===== src/rtl/fseq_pkg.sv =====
// Shared types for the fetch/branch sequencer.
package fseq_pkg;
    // Sequencer phase: execute (or first cycle) versus second-cycle prefetch.
    typedef enum logic {
        ST_EXEC  = 1'b0,
        ST_FETCH = 1'b1
    } seq_state_e;

    // Instruction class decoded from the instruction register.
    typedef enum logic [2:0] {
        OPC_ALU   = 3'd0,
        OPC_JUMP  = 3'd1,
        OPC_CALL  = 3'd2,
        OPC_RET   = 3'd3,
        OPC_STORE = 3'd4,
        OPC_LOAD  = 3'd5,
        OPC_IDLE2 = 3'd6
    } op_class_e;
endpackage


===== src/rtl/fseq_decode.sv =====
// Instruction classifier.
// Maps an 8-bit instruction to its class and says whether a jump is
// conditional. Assumes the fixed 8-bit instruction layout; purely combinational.
module fseq_decode
    import fseq_pkg::*;
(
    input  logic [7:0] instr,
    output op_class_e  op_class,
    output logic       cond_en
);
    // Classify the instruction by its top bits.
    always_comb begin
        cond_en = 1'b0;
        if (!instr[7]) begin
            op_class = OPC_ALU;
        end else if (instr == 8'h80) begin
            op_class = OPC_RET;
        end else begin
            unique case (instr[6:5])
                2'b01:   op_class = OPC_STORE;
                2'b11:   op_class = OPC_LOAD;
                2'b10: begin
                    if (instr[4:3] == 2'b11) begin
                        op_class = OPC_CALL;
                    end else begin
                        op_class = OPC_JUMP;
                        cond_en  = (instr[4:3] != 2'b00);
                    end
                end
                default: op_class = OPC_IDLE2;
            endcase
        end
    end
endmodule


===== src/rtl/fseq_cond.sv =====
// Jump condition evaluator.
// A conditional jump is taken when the two selector bits equal {N,Z}.
// An unconditional jump is always taken. Combinational.
module fseq_cond (
    input  logic       cond_en,
    input  logic [1:0] sel,
    input  logic       flag_n,
    input  logic       flag_z,
    output logic       take
);
    // Compare the selector bits against the flags.
    always_comb take = !cond_en || (sel == {flag_n, flag_z});
endmodule


===== src/rtl/fseq_pcunit.sv =====
// Program counter and bank bit.
// A load has priority over a step; the bank flips on request. The reset is
// synchronous and active low.
module fseq_pcunit #(
    parameter int DW = 8
) (
    input  logic          clk,
    input  logic          rst_n,
    input  logic          step,
    input  logic          load,
    input  logic [DW-1:0] load_val,
    input  logic          bank_flip,
    output logic [DW-1:0] pc,
    output logic          bank
);
    // Program counter update: jump target or sequential advance.
    always_ff @(posedge clk) begin
        if (!rst_n)    pc <= '0;
        else if (load) pc <= load_val;
        else if (step) pc <= pc + 1'b1;
    end

    // Bank bit update.
    always_ff @(posedge clk) begin
        if (!rst_n)         bank <= 1'b0;
        else if (bank_flip) bank <= ~bank;
    end
endmodule


===== src/rtl/fetch_seq.sv =====
// Two-state fetch and branch sequencer.
// Holds the instruction register and runs one-cycle ALU instructions and
// two-cycle bus/control instructions. Assumes that the register file and
// memory answer combinationally to the indices and address it drives, and
// that they commit writes on the next rising edge.
module fetch_seq
    import fseq_pkg::*;
#(
    parameter int DW = 8,
    parameter int RW = 3
) (
    input  logic          clk,
    input  logic          rst_n,
    output logic [DW-1:0] mem_addr,
    input  logic [DW-1:0] mem_rdata,
    output logic [DW-1:0] mem_wdata,
    output logic          mem_we,
    input  logic          flag_n,
    input  logic          flag_z,
    output logic [RW-1:0] rf_ptr_idx,
    input  logic [DW-1:0] rf_ptr_val,
    output logic [RW-1:0] rf_src_idx,
    input  logic [DW-1:0] rf_src_val,
    output logic          wb_en,
    output logic [RW-1:0] wb_idx,
    output logic [DW-1:0] wb_data,
    output logic          bank
);
    localparam int OFSW = RW - 1;
    localparam logic [OFSW-1:0] LINK_OFS = '0;

    seq_state_e    state;
    logic [7:0]    ir;
    op_class_e     op_class;
    logic          cond_en;
    logic          take;
    logic          fetch;
    logic          pc_load;
    logic [DW-1:0] pc_val;
    logic          bank_flip;
    logic [DW-1:0] pc;
    logic [OFSW-1:0] opnd1;

    assign opnd1      = ir[3 +: OFSW];
    assign rf_ptr_idx = ir[RW-1:0];

    fseq_decode u_dec (
        .instr    (ir),
        .op_class (op_class),
        .cond_en  (cond_en)
    );

    fseq_cond u_cond (
        .cond_en (cond_en),
        .sel     (ir[4:3]),
        .flag_n  (flag_n),
        .flag_z  (flag_z),
        .take    (take)
    );

    fseq_pcunit #(.DW(DW)) u_pc (
        .clk       (clk),
        .rst_n     (rst_n),
        .step      (fetch),
        .load      (pc_load),
        .load_val  (pc_val),
        .bank_flip (bank_flip),
        .pc        (pc),
        .bank      (bank)
    );

    // Bus, register-read and write-back control for the current phase.
    always_comb begin
        mem_addr   = pc;
        mem_we     = 1'b0;
        mem_wdata  = rf_src_val;
        wb_en      = 1'b0;
        wb_idx     = {bank, opnd1};
        wb_data    = mem_rdata;
        rf_src_idx = {bank, opnd1};
        pc_load    = 1'b0;
        pc_val     = rf_ptr_val;
        bank_flip  = 1'b0;
        fetch      = 1'b0;
        if (state == ST_FETCH) begin
            fetch = 1'b1;
        end else begin
            unique case (op_class)
                OPC_ALU:   fetch = 1'b1;
                OPC_JUMP:  pc_load = take;
                OPC_CALL: begin
                    bank_flip = 1'b1;
                    wb_en     = 1'b1;
                    wb_idx    = {~bank, LINK_OFS};
                    wb_data   = pc;
                    pc_load   = 1'b1;
                end
                OPC_RET: begin
                    rf_src_idx = {bank, LINK_OFS};
                    pc_val     = rf_src_val;
                    pc_load    = 1'b1;
                    bank_flip  = 1'b1;
                end
                OPC_STORE: begin
                    mem_addr = rf_ptr_val;
                    mem_we   = 1'b1;
                end
                OPC_LOAD: begin
                    mem_addr = rf_ptr_val;
                    wb_en    = 1'b1;
                end
                default: ;
            endcase
        end
    end

    // Phase register: bit-7 instructions spend one extra cycle prefetching.
    always_ff @(posedge clk) begin
        if (!rst_n)                         state <= ST_EXEC;
        else if (state == ST_FETCH)         state <= ST_EXEC;
        else if (op_class != OPC_ALU)       state <= ST_FETCH;
    end

    // Instruction register: captures the byte on the bus at each fetch.
    always_ff @(posedge clk) begin
        if (!rst_n)     ir <= 8'h00;
        else if (fetch) ir <= mem_rdata;
    end
endmodule


===== config.mk =====
export PLATFORM = sky130hd
export DESIGN_NAME = fetch_seq
export DESIGN_NICKNAME = d
export VERILOG_FILES = /design/src/rtl/fseq_pkg.sv /design/src/rtl/fseq_decode.sv /design/src/rtl/fseq_cond.sv /design/src/rtl/fseq_pcunit.sv /design/src/rtl/fetch_seq.sv
export SDC_FILE = /design/constraint.sdc
export NUM_CORES = 1
export LEC_CHECK = 0
export ABC_CLOCK_PERIOD_IN_PS = 4750
export BUFFER_PORTS_ARGS = -buffer_cell sky130_fd_sc_hd__buf_2
export CORE_UTILIZATION = 34
export CTS_CLUSTER_SIZE = 12
export DETAILED_ROUTE_END_ITERATION = 12
export PLACE_DENSITY = 0.69
export SLEW_MARGIN = 20
export SYNTH_ARGS = -nofsm -noshare
export SYNTH_HDL_FRONTEND = slang
export SYNTH_SLANG_ARGS = --single-unit

===== constraint.sdc =====
create_clock -name clk -period 4.75 [get_ports clk]
set_clock_uncertainty 0.1 [all_clocks]
set_input_delay 0 -clock clk [delete_from_list [all_inputs] [get_ports clk]]
set_output_delay 0 -clock clk [all_outputs]
set_load 0.01 [all_outputs]

==> metrics.log <==
[metrics] detailed router's first-iteration violation count: 23
[metrics] DRC Markers: 0
[metrics] gpl congestion: 0.7423
[metrics] synthesis-to-layout area growth: 31.32%
[metrics] hold buffer count at CTS: 10
[metrics] met1 track utilization from global routing: 19.31%
[metrics] worst slew slack as a fraction of its limit: 47.35%
[metrics] power density normalized to cell area: 252.8 mW/mm^2
[metrics] half-perimeter wire length after placement: 2.272 mm
[metrics] total die area: about 0.0041 mm^2
[metrics] capture endpoint of the worst hold path: u_pc.pc[6]
[metrics] deepest level of the CTS H-tree: 1
[metrics] post-route total power: between 0.4 and 0.5 mW
[metrics] critical path launch point type: flip-flop
[metrics] die outline width: roughly 64 um
[metrics] post-synthesis register bit count: 18
[metrics] minimum clock period after layout: 2826 ps
[metrics] worst hold stages: 4
[metrics] highest achievable clock rate: between 300 and 400 MHz
[metrics] commonest non-fill, non-tap cell in the layout: sky130_fd_sc_hd__buf_2
[metrics] busiest metal layer after global routing: met2
[metrics] number of detailed-routing iterations run before antenna repair: 4
[metrics] Compound-Gate Fraction of Synth Area: roughly an eighth
[metrics] global router's overall resource usage: between 10% and 20%
[metrics] outcome: finished, violations left
[metrics] R2R depth: 5
[metrics] count of nets after finishing: roughly 240
[metrics] number of fillers in the final layout: ~370
[metrics] fraction of layout cells with a size suffix above 1: 42.93%
[metrics] GRT met3 Usage: roughly 2.9%
[metrics] RSZ-0062 raised after global routing: no
[metrics] DP Cell Count: 239
[metrics] antenna violations before repair: 0
[metrics] Final Non-Filler Cells: 253
[metrics] CTS tree: done
[metrics] critical path fanouts, max: 13
[metrics] Placed Area: 0.001555 mm^2
[metrics] Antenna diodes: 0
[metrics] share of synthesized cell area in and, or, nand and nor gates: 20.17%
[metrics] effective utilization at floorplan: 35.58%
[metrics] share of synthesized area occupied by flip-flops and latches: 27.67%
[metrics] die height: 63.90 um
[metrics] end of the worst register-to-register path: u_pc.pc[4]
[metrics] maximum VDD drop: approximately 0.12 mV
[metrics] failing checks: negative hold slack
[metrics] number of buffers added by the clock tree synthesis step: 3
[metrics] Max Buffers Root-to-Sink: 2
[metrics] Post-Synthesis Cell Area: 0.001302 mm^2
[metrics] count of cells resized by post-cts repair: 0
[metrics] Hold Crit Start: rf_src_val[6]
[metrics] min-delay worst type: in2reg
[metrics] mean number of vias per cell: 4.700
[metrics] count of final hold-check violations: 1
[metrics] net count after synthesis: 177
[metrics] post-route worst setup slack: 1924 ps
[metrics] routed wirelength normalized by instance count: 12.20 um
[metrics] worst slack at placement: 2285 ps
[metrics] clock root buffer master: sky130_fd_sc_hd__clkbuf_8
[metrics] hold slack final: -2.394 ps
[metrics] area of the core: 0.003661 mm^2
[metrics] Clk pin slew, worst setup/hold paths: 70 ps
[metrics] total length of routed wires: 3.086 mm
[metrics] wire length of the first global-routing pass: 4.954 mm
[metrics] actual transition at the worst max-transition pin: 788.1 ps
[metrics] Congestion Overflow GR: 0
[metrics] Non-Filler Cell Area, Final: 0.001710 mm^2
[metrics] post-CTS setup repair buffer count: 0
[metrics] count of final max-slew check failures: 0
[metrics] setup TNS: 0 ps
[metrics] Synthesis Warnings: 0
[metrics] pin count of the biggest net entering global routing: 19
[metrics] r2r startpoint: ir[7]
[metrics] count of max-cap constraint violations: 0
[metrics] number of ports placed on the die boundary: 64
[metrics] synthesized-area fraction occupied by adder cells: 1.921%
[metrics] Worst Path Required: 4760 ps
[metrics] Worst-Skew Late Latency: approximately 250 ps
[metrics] clock sink count: 18
[metrics] Core Rows: 22
[metrics] most frequent cells in the layout: sky130_fd_sc_hd__buf_2 (63), sky130_fd_sc_hd__nand2_1 (30), sky130_fd_sc_hd__dfxtp_1 (18)
[metrics] number of nets still failing antenna checks after routing: 0
[metrics] Post-Syn Instances: ~150
[metrics] arrival time at the worst endpoint: 2830 ps
[metrics] via count of the first global-routing pass: around 1100
[metrics] static leakage: 0.9080 nW
[metrics] unique cell type count in the Yosys netlist: 30
[metrics] share of the core filled with cells: 46.72%
[metrics] element type at the critical path end: flip-flop
[metrics] Setup CP Type: reg2reg
[metrics] register-to-register path setup slack: 1920 ps
[metrics] fraction of synthesized cell area in xor and xnor cells: roughly 7.4%
[metrics] met2 Usage GRT: 26.06%
[metrics] share of the clock period used by the worst path: between 50% and 60%
[metrics] combinational family with the most area after synthesis: simple AND/OR/NAND/NOR gates
[metrics] count of port buffers added during placement: 63
[metrics] average cell area after synthesis: a little under 9 um^2
[metrics] Via Count: 1189
[metrics] final number of setup-violating endpoints: 0
[metrics] fraction of synthesized area in multiplexers: 19.98%
[report_power, final]
part	internal, mW	leakage (nW)	total (mW)	switching [mW]
Combinational	0.0638	0.731	0.121	0.0568
Clock	0.0737	0.0288	0.128	0.0538
Sequential	0.164	0.148	0.184	0.0199
Total	0.302	0.908	0.432	0.131
[worst max-delay path by stage]
stage | startpoint | to | slack [ps] | depth (start not counted)
after floorplan | ir[3] | wb_data[0] | 3120 | 5
after global routing | ir[7] | u_pc.pc[4] | 1680 | 5
after global placement | ir[7] | u_pc.pc[1] | 2360 | 5
after CTS | ir[7] | u_pc.pc[4] | 1890 | 5
final | ir[7] | u_pc.pc[4] | 1920 | 5
after detailed placement | ir[7] | u_pc.pc[1] | 2280 | 5
[cells in the mapped netlist (all sizes together)]
library cell,count,share of area (%)
mux2,16,14
buf,15,8.5
and2,3,1.4
nand3b,1,0.58
xnor2,7,4.7
nor2b,2,0.96
nor4,2,3.3
ha,2,1.9
xor2,4,2.7
o21a,1,0.58
clkbuf,5,1.4
mux2i,8,6.1
and3,1,0.48
nand4,3,1.4
dfxtp,18,28
nand2,30,8.6
nand4b,1,0.67
nand2b,1,0.48
o21ai,2,0.77
o211a,6,4.6
nor2,5,1.4
a21boi,7,4.0
a211oi,2,1.5
nor3,2,0.77
inv,1,0.29
a21oi,2,1.1
[flip-flops by register name (all words and copies together), names as in the netlist]
name,flops
u_pc.pc,8
u_pc.bank,1
ir,8
state,1
[routing by layer]
layer  wire length (um)  up-vias
met1               1388      539
met3                124        7
met5                  0        -
met4                 61        0
met2               1511       33
li1                   -      610
[worst max-delay path, stage by stage, from the launching register on]
cell and delay (ps):
sky130_fd_sc_hd__dfxtp_1 320, sky130_fd_sc_hd__nor2b_1 640, sky130_fd_sc_hd__nand4b_1 680, sky130_fd_sc_hd__mux2i_1 300
sky130_fd_sc_hd__dlygate4sd3_1 570, sky130_fd_sc_hd__a21oi_1 60
[cell type report]
| cell class | count | area (um^2) | share of cell area, % |
|---|---|---|---|
| Timing Repair Buffer | 74 | 422.9 | 24.73 |
| Tap cell | 48 | 60.06 | 3.511 |
| Inverter | 1 | 3.754 | 0.2195 |
| Multi-Input combinational cell | 108 | 808.3 | 47.26 |
| Clock buffer | 4 | 55.05 | 3.219 |
| Sequential cell | 18 | 360.3 | 21.07 |
[cell families after synthesis]
kind of cell | after synthesis
AO/OA/AOI/OAI | 20
XOR/XNOR | 11
adder cells (fa/ha/maj) | 2
buffers and inverters | 21
flip-flops | 18
multiplexers | 24
AND/OR/NAND/NOR | 51
Power figures use the tool's default switching activity.
